[src/rtl/xfc_pkg.sv]
package xfc_pkg;

    localparam int NUM_SPC = 4;

    // Index of each flow character in the packed character vector
    localparam int IDX_ON1  = 0;
    localparam int IDX_ON2  = 1;
    localparam int IDX_OFF1 = 2;
    localparam int IDX_OFF2 = 3;

    typedef enum logic {
        KIND_RESUME = 1'b0,
        KIND_HALT   = 1'b1
    } flow_kind_e;

    // Character set 1 (index 0 and 2) follows mode bit 1, set 2 follows bit 0
    function automatic logic set_active(input logic [1:0] mode, input int idx);
        return ((idx % 2) == 0) ? mode[1] : mode[0];
    endfunction

endpackage

[src/rtl/xfc_sync.sv]
module xfc_sync #(
    parameter int STAGES    = 2,
    parameter bit RESET_VAL = 1'b0
) (
    input  logic clk,
    input  logic rst_n,
    input  logic din,
    output logic dout
);

    logic [STAGES-1:0] sh_d, sh_q;

    generate
        if (STAGES == 1) begin : g_one
            always_comb sh_d = din;
        end else begin : g_many
            always_comb sh_d = {sh_q[STAGES-2:0], din};
        end
    endgenerate

    always_ff @(posedge clk or negedge rst_n) begin
        if (!rst_n) sh_q <= {STAGES{RESET_VAL}};
        else        sh_q <= sh_d;
    end

    assign dout = sh_q[STAGES-1];

endmodule

[src/rtl/xfc_char_match.sv]
module xfc_char_match
    import xfc_pkg::*;
#(
    parameter int DATA_W = 8
) (
    input  logic                             rx_valid,
    input  logic [DATA_W-1:0]                rx_char,
    input  logic                             match_en,
    input  logic [1:0]                       rx_mode,
    input  logic [NUM_SPC-1:0][DATA_W-1:0]   spc_chars,
    output logic [NUM_SPC-1:0]               hit_vec,
    output logic                             xon_hit,
    output logic                             xoff_hit,
    output logic                             swallow
);

    genvar gi;
    generate
        for (gi = 0; gi < NUM_SPC; gi++) begin : g_cmp
            always_comb begin
                hit_vec[gi] = rx_valid && match_en && set_active(rx_mode, gi)
                              && (rx_char == spc_chars[gi]);
            end
        end
    endgenerate

    always_comb begin
        xoff_hit = hit_vec[IDX_OFF1] | hit_vec[IDX_OFF2];
        xon_hit  = (hit_vec[IDX_ON1] | hit_vec[IDX_ON2]) & ~xoff_hit;
        swallow  = |hit_vec;
    end

endmodule

[src/rtl/xfc_level_mon.sv]
module xfc_level_mon #(
    parameter int DEPTH  = 128,
    parameter int UNIT   = 8,
    parameter int CODE_W = 4,
    parameter int LVL_W  = $clog2(DEPTH + 1)
) (
    input  logic              clk,
    input  logic              rst_n,
    input  logic [LVL_W-1:0]  fifo_level,
    input  logic [CODE_W-1:0] halt_code,
    input  logic [CODE_W-1:0] resume_code,
    output logic              halted,
    output logic              halt_evt,
    output logic              resume_evt
);

    localparam int TH_W = LVL_W + CODE_W + 4;

    typedef struct packed {
        logic halted;
    } lm_state_t;

    lm_state_t st_d, st_q;
    logic [TH_W-1:0] halt_th, resume_th, level_ext;

    always_comb begin
        halt_th    = TH_W'(halt_code) * TH_W'(UNIT);
        resume_th  = TH_W'(resume_code) * TH_W'(UNIT);
        level_ext  = TH_W'(fifo_level);
        halt_evt   = !st_q.halted && (halt_code != '0) && (level_ext >= halt_th);
        resume_evt = st_q.halted && (level_ext <= resume_th);
        st_d = st_q;
        if (halt_evt)        st_d.halted = 1'b1;
        else if (resume_evt) st_d.halted = 1'b0;
    end

    always_ff @(posedge clk or negedge rst_n) begin
        if (!rst_n) st_q <= '0;
        else        st_q <= st_d;
    end

    assign halted = st_q.halted;

endmodule

[src/rtl/xfc_send_seq.sv]
module xfc_send_seq
    import xfc_pkg::*;
#(
    parameter int DATA_W = 8
) (
    input  logic                           clk,
    input  logic                           rst_n,
    input  logic                           gen_en,
    input  logic [1:0]                     gen_mode,
    input  logic                           halt_evt,
    input  logic                           resume_evt,
    input  logic [NUM_SPC-1:0][DATA_W-1:0] spc_chars,
    input  logic                           send_ready,
    output logic                           send_req,
    output logic [DATA_W-1:0]              send_char
);

    typedef struct packed {
        logic [1:0] pend;   // bit 0: set-1 character, bit 1: set-2 character
        flow_kind_e kind;
    } sq_state_t;

    sq_state_t st_d, st_q;

    always_comb begin
        send_req = |st_q.pend;
        if (st_q.kind == KIND_HALT)
            send_char = st_q.pend[0] ? spc_chars[IDX_OFF1] : spc_chars[IDX_OFF2];
        else
            send_char = st_q.pend[0] ? spc_chars[IDX_ON1] : spc_chars[IDX_ON2];

        st_d = st_q;
        if (!gen_en) begin
            st_d.pend = 2'b00;
        end else if (halt_evt || resume_evt) begin
            st_d.kind = halt_evt ? KIND_HALT : KIND_RESUME;
            st_d.pend = {gen_mode[0], gen_mode[1]};
        end else if (send_req && send_ready) begin
            if (st_q.pend[0]) st_d.pend[0] = 1'b0;
            else              st_d.pend[1] = 1'b0;
        end
    end

    always_ff @(posedge clk or negedge rst_n) begin
        if (!rst_n) st_q <= '{pend: 2'b00, kind: KIND_RESUME};
        else        st_q <= st_d;
    end

endmodule

[src/rtl/xonxoff_flow_ctrl.sv]
module xonxoff_flow_ctrl
    import xfc_pkg::*;
#(
    parameter int DATA_W      = 8,
    parameter int FIFO_DEPTH  = 128,
    parameter int LVL_UNIT    = 8,
    parameter int CODE_W      = 4,
    parameter int SYNC_STAGES = 2,
    parameter int LVL_W       = $clog2(FIFO_DEPTH + 1)
) (
    input  logic                clk,
    input  logic                rst_n,
    input  logic                sw_flow_en,
    input  logic                auto_rts_en,
    input  logic                auto_cts_en,
    input  logic [3:0]          flow_mode,
    input  logic [2*CODE_W-1:0] flow_levels,
    input  logic [DATA_W-1:0]   xon_chr1,
    input  logic [DATA_W-1:0]   xon_chr2,
    input  logic [DATA_W-1:0]   xoff_chr1,
    input  logic [DATA_W-1:0]   xoff_chr2,
    input  logic                rx_valid,
    input  logic [DATA_W-1:0]   rx_char,
    output logic                fifo_wr_en,
    output logic [DATA_W-1:0]   fifo_wr_data,
    input  logic [LVL_W-1:0]    fifo_level,
    input  logic                tx_busy,
    output logic                tx_pause,
    output logic                send_req,
    output logic [DATA_W-1:0]   send_char,
    input  logic                send_ready,
    input  logic                cts_in,
    output logic                rts,
    output logic [NUM_SPC-1:0]  spc_status,
    input  logic                status_clr
);

    typedef struct packed {
        logic               sw_pause;
        logic               pause_pend;
        logic [NUM_SPC-1:0] status;
    } top_state_t;

    top_state_t st_d, st_q;

    logic [NUM_SPC-1:0][DATA_W-1:0] spc_chars;
    logic [NUM_SPC-1:0]             hit_vec;
    logic xon_hit, xoff_hit, swallow;
    logic halted, halt_evt, resume_evt;
    logic cts_sync;

    assign spc_chars = {xoff_chr2, xoff_chr1, xon_chr2, xon_chr1};

    xfc_char_match #(.DATA_W(DATA_W)) u_match (
        .rx_valid  (rx_valid),
        .rx_char   (rx_char),
        .match_en  (sw_flow_en),
        .rx_mode   (flow_mode[1:0]),
        .spc_chars (spc_chars),
        .hit_vec   (hit_vec),
        .xon_hit   (xon_hit),
        .xoff_hit  (xoff_hit),
        .swallow   (swallow)
    );

    xfc_level_mon #(
        .DEPTH  (FIFO_DEPTH),
        .UNIT   (LVL_UNIT),
        .CODE_W (CODE_W),
        .LVL_W  (LVL_W)
    ) u_level (
        .clk         (clk),
        .rst_n       (rst_n),
        .fifo_level  (fifo_level),
        .halt_code   (flow_levels[CODE_W-1:0]),
        .resume_code (flow_levels[2*CODE_W-1:CODE_W]),
        .halted      (halted),
        .halt_evt    (halt_evt),
        .resume_evt  (resume_evt)
    );

    xfc_send_seq #(.DATA_W(DATA_W)) u_seq (
        .clk        (clk),
        .rst_n      (rst_n),
        .gen_en     (sw_flow_en),
        .gen_mode   (flow_mode[3:2]),
        .halt_evt   (halt_evt),
        .resume_evt (resume_evt),
        .spc_chars  (spc_chars),
        .send_ready (send_ready),
        .send_req   (send_req),
        .send_char  (send_char)
    );

    xfc_sync #(.STAGES(SYNC_STAGES), .RESET_VAL(1'b0)) u_cts_sync (
        .clk   (clk),
        .rst_n (rst_n),
        .din   (cts_in),
        .dout  (cts_sync)
    );

    always_comb begin
        st_d = st_q;
        if (!sw_flow_en || xon_hit) begin
            st_d.sw_pause   = 1'b0;
            st_d.pause_pend = 1'b0;
        end else if ((st_q.pause_pend || xoff_hit) && !tx_busy) begin
            st_d.sw_pause   = 1'b1;
            st_d.pause_pend = 1'b0;
        end else begin
            st_d.pause_pend = st_q.pause_pend | xoff_hit;
        end
        st_d.status = (status_clr ? '0 : st_q.status) | hit_vec;
    end

    always_ff @(posedge clk or negedge rst_n) begin
        if (!rst_n) st_q <= '0;
        else        st_q <= st_d;
    end

    assign fifo_wr_en   = rx_valid & ~swallow;
    assign fifo_wr_data = rx_char;
    assign tx_pause     = st_q.sw_pause | (auto_cts_en & ~cts_sync);
    assign rts          = ~(auto_rts_en & halted);
    assign spc_status   = st_q.status;

endmodule

[config.mk]
export PLATFORM = sky130hd
export DESIGN_NAME = xonxoff_flow_ctrl
export DESIGN_NICKNAME = d
export VERILOG_FILES = /design/src/rtl/xfc_pkg.sv /design/src/rtl/xfc_sync.sv /design/src/rtl/xfc_char_match.sv /design/src/rtl/xfc_level_mon.sv /design/src/rtl/xfc_send_seq.sv /design/src/rtl/xonxoff_flow_ctrl.sv
export SDC_FILE = /design/constraint.sdc
export NUM_CORES = 1
export LEC_CHECK = 0
export CAP_MARGIN = 20
export CELL_PAD_IN_SITES_DETAIL_PLACEMENT = 1
export CELL_PAD_IN_SITES_GLOBAL_PLACEMENT = 2
export CORE_MARGIN = 2
export CORE_UTILIZATION = 20
export DETAILED_ROUTE_END_ITERATION = 8
export PLACE_DENSITY = 0.91
export REMOVE_ABC_BUFFERS = 1
export SYNTH_ARGS = -nofsm -noshare
export SYNTH_HDL_FRONTEND = slang
export SYNTH_SLANG_ARGS = --single-unit
[constraint.sdc]
create_clock -name clk -period 4.09 [get_ports clk]
set_input_delay 0.409 -clock clk [delete_from_list [all_inputs] [get_ports clk]]
set_output_delay 0.409 -clock clk [all_outputs]
set_load 0.03 [all_outputs]
Word level (Yosys, flattened, before mapping)
Cells that the tools add are included.
Word-level totals
  bits of input ports: 70
  register bits: 12
  word-level logic and storage cells: 68
  output and inout port bits: 24
Cells by class
  eq/ne operators: 6
  reduce and logical (&&, ||, !) cells: 25
  bitwise logic cells: 13
  order comparisons: 2
  multiplexer cells: 14
Operators by type and width (count)
  equality test 8 bit: 4
  two-way mux 8 bit: 3
  logical AND 1 bit: 12
  >= comparator 8 x 7 -> 1 bit: 1
  less-or-equal comparator 8 x 7 -> 1 bit: 1
  two-way mux 2 bit: 4
  two-way mux 1 bit: 6
  AND 1 bit: 4
  two-way mux 4 bit: 1
  NOT 1 bit: 4
  OR 1 bit: 4
  OR 4 bit: 1
  AND reduction 2 bit: 2
  nonzero test 2 bit: 2
  nonzero test 4 bit: 1
  OR reduction 4 bit: 1
  zero test 1 bit: 3
  logical OR 1 bit: 3
  != test 3 x 1 -> 1 bit, second input constant: 1
  != test 3 bit, second input constant: 1
  OR reduction 2 bit: 1

Logic depth before layout (Yosys ltp)
  depth after elaboration: 8
  depth in mapped cells: 7
  gate-level depth less buffers: 7

Cells and area by module
From an unflattened synthesis, not the netlist that was laid out.
Unflattened totals
  cells, all modules: 144
  area total of the unflattened synthesis: 1411.4 sq um
By module, submodules not included
  xfc_char_match: area each 404.1 sq um, cells an instance 53, times used 1, seq. area each 0.0 sq um
  xfc_send_seq: area each 345.3 sq um, cells an instance 23, times used 1, seq. area each 75.1 sq um
  xonxoff_flow_ctrl: area each 339.1 sq um, cells an instance 32, times used 1, seq. area each 150.1 sq um
  xfc_level_mon: area each 272.8 sq um, cells an instance 34, times used 1, seq. area each 25.0 sq um
  xfc_sync: area each 50.0 sq um, cells an instance 2, times used 1, seq. area each 50.0 sq um

Worst setup path before layout
No wires, ideal clock.
  path type: input-to-output
  start: input port sw_flow_en
  end: output port fifo_wr_en
  required time: 3681 ps
  setup slack: 2072 ps
  cell stages on the path: 6
  path buffers: 1
  arrival: 1609 ps
  path through: buf_4 and3_1 nand3_1 or4_1 and2_4 and4_1
On the way
  longest elaborated chain between the ends: 6
Ends and longest elaborated chain
  start: declaration: line xonxoff_flow_ctrl.sv:13  | input logic sw_flow_en,
  logical AND 1 bit *: line xfc_char_match.sv:21  | hit_vec[gi] = rx_valid && match_en && set_active(rx_mode, gi)
  logical AND 1 bit: line xfc_char_match.sv:21
  logical AND 1 bit: line xfc_char_match.sv:22  | && (rx_char == spc_chars[gi]);
  OR reduction 4 bit *: line xfc_char_match.sv:30  | swallow = |hit_vec;
  NOT 1 bit *: line xonxoff_flow_ctrl.sv:121  | assign fifo_wr_en = rx_valid & ~swallow;
  AND 1 bit *: line xonxoff_flow_ctrl.sv:121
  end: declaration: line xonxoff_flow_ctrl.sv:24  | output logic fifo_wr_en,
Mark *: on every way between the ends. The rest lies on a longest branch, timed or not.

Worst setup path in the final report
  start: input port rx_char[2]
  end: output port fifo_wr_en
On the way
  longest elaborated chain between the ends: 5
Ends and longest elaborated chain
  start: declaration: line xonxoff_flow_ctrl.sv:23  | input logic [DATA_W-1:0] rx_char,
  equality test 8 bit: line xfc_char_match.sv:22
  logical AND 1 bit: line xfc_char_match.sv:22
  OR reduction 4 bit *: line xfc_char_match.sv:30
  NOT 1 bit *: line xonxoff_flow_ctrl.sv:121
  AND 1 bit *: line xonxoff_flow_ctrl.sv:121
Marks and branches as above.

==> report_table.html <==
<table>
<tr><th>Metric</th><th>Value</th></tr>
<tr><th colspan="2">Clock tree</th></tr>
<tr><td>TritonCTS Buffers</td><td>3</td></tr>
<tr><td>Cts repair resizes</td><td>0</td></tr>
<tr><td>Setup bufs post-CTS</td><td>0</td></tr>
<tr><td>CTS Buffer Depth</td><td>2</td></tr>
<tr><td>Master cell of the clock root buffer</td><td>clkbuf_8</td></tr>
<tr><td>Hold-fix buffers at CTS</td><td>0</td></tr>
<tr><td>TritonCTS clock tree</td><td>built</td></tr>
<tr><td>Clock transition time at the flip-flop clock pins of the worst setup and hold paths</td><td>~0.050 ns</td></tr>
<tr><td>Clk_lat worst skew</td><td>around 0.24 ns</td></tr>
<tr><td>Clock net sink count</td><td>12</td></tr>
<tr><td>CTS HTree Levels</td><td>1</td></tr>
<tr><th colspan="2">Floorplan</th></tr>
<tr><td>Area of the core</td><td>approximately 6800 sq um</td></tr>
<tr><td>Die Span X</td><td>approximately 88 um</td></tr>
<tr><td>Die Y</td><td>about 88 um</td></tr>
<tr><td>Effective utilization at floorplan</td><td>0.207</td></tr>
<tr><td>Area enclosed by the die boundary</td><td>7710 sq um</td></tr>
<tr><td>I/O pin cnt</td><td>between 90 and 100</td></tr>
<tr><td>Num rows</td><td>30</td></tr>
<tr><th colspan="2">Route</th></tr>
<tr><td>Number of vias per cell after detailed routing</td><td>4.32</td></tr>
<tr><td>Met2 Wirelength</td><td>2.50 mm</td></tr>
<tr><td>M1 wire length</td><td>between 2 and 2.5 mm</td></tr>
<tr><td>Met3 wire length</td><td>between 200 and 250 um</td></tr>
<tr><td>Vias</td><td>~1400</td></tr>
<tr><td>Drt first-iter violations</td><td>27</td></tr>
<tr><td>Detailed Routing Iterations Pass 1</td><td>4</td></tr>
<tr><td>DR top layer</td><td>met4</td></tr>
<tr><td>Routed WL</td><td>roughly 4.9 mm</td></tr>
<tr><td>Average detailed-routed wire length per instance</td><td>approximately 15 um</td></tr>
<tr><td>Routed Antenna Nets</td><td>0</td></tr>
<tr><td>Remaining routing DRC violations</td><td>0</td></tr>
<tr><th colspan="2">Placed design</th></tr>
<tr><td>Placement-stage cell area</td><td>2360 sq um</td></tr>
<tr><td>Final RePlAce weighted congestion</td><td>~0.87</td></tr>
<tr><td>Total half-perimeter wirelength after legalization and detailed placement</td><td>approximately 4.4 mm</td></tr>
<tr><td>Cell count after placement</td><td>roughly 330</td></tr>
<tr><td>Number of buffers inserted by port buffering</td><td>between 90 and 100</td></tr>
<tr><th colspan="2">Yosys</th></tr>
<tr><td>Fraction of post-synthesis cell area in the top cell type by area</td><td>0.214</td></tr>
<tr><td>Library cell with the largest summed area after synthesis</td><td>dfrtp_1</td></tr>
<tr><td>Synth Cell Area</td><td>1410 sq um</td></tr>
<tr><td>Sequential-to-total area share from yosys stat</td><td>0.214</td></tr>
<tr><td>Unique masters post-synth</td><td>32</td></tr>
<tr><td>Syn. warnings</td><td>0</td></tr>
<tr><td>Main area contributors after synthesis</td><td>dfrtp_1 21%, xor2_1 16%, mux4_2 13%</td></tr>
<tr><td>Mean Syn Cell Area</td><td>9.12 sq um</td></tr>
<tr><td>Number of flip-flops and latches in the synthesized netlist</td><td>12</td></tr>
<tr><td>Synthesized instance count</td><td>about 150</td></tr>
<tr><th colspan="2">Setup path</th></tr>
<tr><td>Arrival time at the worst endpoint</td><td>2.78 ns</td></tr>
<tr><td>Crit Path Class</td><td>in2out</td></tr>
<tr><td>Worst Path Max Fanout</td><td>5</td></tr>
<tr><td>Worst setup SP type</td><td>input port</td></tr>
<tr><td>Crit. End Element</td><td>output pin</td></tr>
<tr><td>Data required time at the worst endpoint</td><td>roughly 3.7 ns</td></tr>
<tr><th colspan="2">STA</th></tr>
<tr><td>Setup repair after global routing missed its margin</td><td>no</td></tr>
<tr><td>Relative max-transition margin</td><td>0.561</td></tr>
<tr><td>Final count of pins violating max slew</td><td>0</td></tr>
<tr><td>Hold violation total from the final report</td><td>0</td></tr>
<tr><td>Fin Hold WS</td><td>0.352 ns</td></tr>
<tr><td>Worst clock skew on the final layout</td><td>0.000445 ns</td></tr>
<tr><td>Final period demand of the worst path</td><td>roughly 3.2 ns</td></tr>
<tr><td>Final count of negative-setup-slack endpoints</td><td>0</td></tr>
<tr><td>Highest Clock Rate</td><td>between 300 and 400 MHz</td></tr>
<tr><td>Slew at the pin closest to its max-slew limit</td><td>0.658 ns</td></tr>
<tr><td>Setup_tns</td><td>0 ns</td></tr>
<tr><td>Share of the clock period used by the worst path</td><td>0.780</td></tr>
<tr><th colspan="2">Layout</th></tr>
<tr><td>Final std cells w/o fill</td><td>around 330</td></tr>
<tr><td>Layout Nets</td><td>316</td></tr>
<tr><td>Post-route core utilization</td><td>0.353</td></tr>
<tr><td>Share of post-route cells with drive strength above 1</td><td>0.0678</td></tr>
<tr><td>Area growth, synth to finish</td><td>70.7%</td></tr>
<tr><td>Post-route cell area</td><td>around 2400 sq um</td></tr>
<tr><td>Total inserted antenna cells</td><td>0</td></tr>
<tr><th colspan="2">Power</th></tr>
<tr><td>Maximum VDD drop</td><td>0.0963 mV</td></tr>
<tr><td>Static Leakage</td><td>just under 1 nW</td></tr>
<tr><td>Power per standard cell area</td><td>282 nW/um^2</td></tr>
<tr><th colspan="2">Global routing</th></tr>
<tr><td>Vias in the first global route</td><td>1533</td></tr>
<tr><td>Tot GR Track Use</td><td>0.128</td></tr>
<tr><td>Pin count of the biggest net entering global routing</td><td>13</td></tr>
<tr><td>Number of antenna violations at the first check in global routing</td><td>0</td></tr>
<tr><td>Global-route wire length before repair</td><td>about 7.6 mm</td></tr>
<tr><td>Overflow after GRT</td><td>0</td></tr>
<tr><th colspan="2">Status</th></tr>
<tr><td>Run status</td><td>complete, no violations</td></tr>
<tr><th colspan="2">Job</th></tr>
<tr><td>Number of maximum-capacitance constraint violations</td><td>0</td></tr>
<tr><th colspan="2">Hold path</th></tr>
<tr><td>Path class of the lowest-slack min-delay path</td><td>reg2reg</td></tr>
</table>
[power breakdown]
group | internal [mW] | total [mW] | switching (mW) | leakage, nW
Combinational | 0.213 | 0.399 | 0.186 | 0.796
Sequential | 0.133 | 0.174 | 0.0411 | 0.156
Clock | 0.0646 | 0.104 | 0.0396 | 0.0216
Total | 0.410 | 0.677 | 0.267 | 0.973
[registers in the layout, indices dropped and copies added (netlist names)]
| register | cells |
|---|---|
| u_level.halted | 1 |
| u_seq.st_q | 3 |
| st_q | 2 |
| spc_status | 4 |
| u_cts_sync.sh_q | 2 |
[routing by layer]
metal / track usage / up-vias
met1: 0.163 / 688
met4: 0.0252 / 0
met5: 0 / -
met3: 0.0254 / 5
li1: - / 702
met2: 0.223 / 40
[cell usage after synthesis, drive strengths merged]
library cell	instances
xor2	26
inv	18
buf	14
dfrtp	12
nor2	9
ha	8
mux4	8
nor4	7
nand3	6
nand4	6
o21ai	6
xnor2	6
a21oi	4
nand2	4
and3	2
mux2i	2
o211ai	2
o41ai	2
a21bo	1
a21boi	1
a21o	1
a22o	1
and2	1
and4	1
clkbuf	1
nand3b	1
o221ai	1
or2	1
or3	1
or4	1
[critical path, stage by stage]
cell             delay [ns]
clkdlybuf4s50_1        0.60
xnor2_1                0.17
nand4_1                0.11
or4_1                  0.53
and2_4                 0.20
and4_1                 0.16
clkdlybuf4s50_1        0.60
[cell families after synthesis]
logic type,count (synthesis),synth area share
compound gates,19,0.0944
xor+xnor,32,0.199
fa+ha+maj,8,0.0712
buf+inv,33,0.124
flops,12,0.214
mux,10,0.142
simple gates,40,0.155
[cell type report]
cell class / count / area, sq um
inverters: 18 / 67.6
repair buffers: 94 / 938
flip-flops and latches: 12 / 300
well taps: 96 / 120
multi-input cells: 109 / 931
fillers: 798 / 4400
clock buffers: 3 / 41.3
[cells in the final DEF, fill, tap and decap left out]
master           synthesis  layout
clkdlybuf4s50_1          0      93
xor2_1                  26      26
inv_1                   18      18
dfrtp_1                 12      12
nor2_1                   9       9
mux4_2                   8       8
ha_1                     8       8
nor4_1                   7       7
nand3_1                  6       6
xnor2_1                  6       6
nand4_1                  6       6
o21ai_0                  6       6
nand2_1                  4       4
a21oi_1                  4       4
clkbuf_8                 0       3
and3_1                   2       2
o211ai_1                 2       2
mux2i_1                  2       2
or4_1                    1       1
and2_4                   1       1
and4_1                   1       1
a21o_1                   1       1
or2_2                    1       1
or3_1                    1       1
o221ai_1                 1       1
o41ai_2                  1       1
nand3b_1                 1       1
a21boi_0                 1       1
o41ai_1                  1       1
a21bo_2                  1       1
a22o_1                   1       1
buf_4                   13       1
[final timing paths]
| path | start | endpoint | slack (ns) | cells after the start |
|---|---|---|---|---|
| max reg2reg | u_level.halted | u_seq.st_q[2] | 2.90 | 4 |
| min in group asynchronous | rst_n | u_cts_sync.sh_q[1] | 0.53 | 1 |
| max in group asynchronous | rst_n | u_level.halted | 3.20 | 1 |
| min | u_cts_sync.sh_q[0] | u_cts_sync.sh_q[1] | 0.35 | 0 |
| min reg2reg | u_cts_sync.sh_q[0] | u_cts_sync.sh_q[1] | 0.35 | 0 |
| max | rx_char[2] | fifo_wr_en | 0.90 | 7 |
[metrics by stage]
step | total power [mW] | setup slack [ns]
finish | 0.677 | 0.899
global route | 0.720 | 0.836
CTS | 0.686 | 0.892
detailed placement | 0.577 | 0.900
global placement | 0.572 | 0.941
floorplan | 0.364 | 2.14
Note: power is estimated with default switching activity, not from simulation.
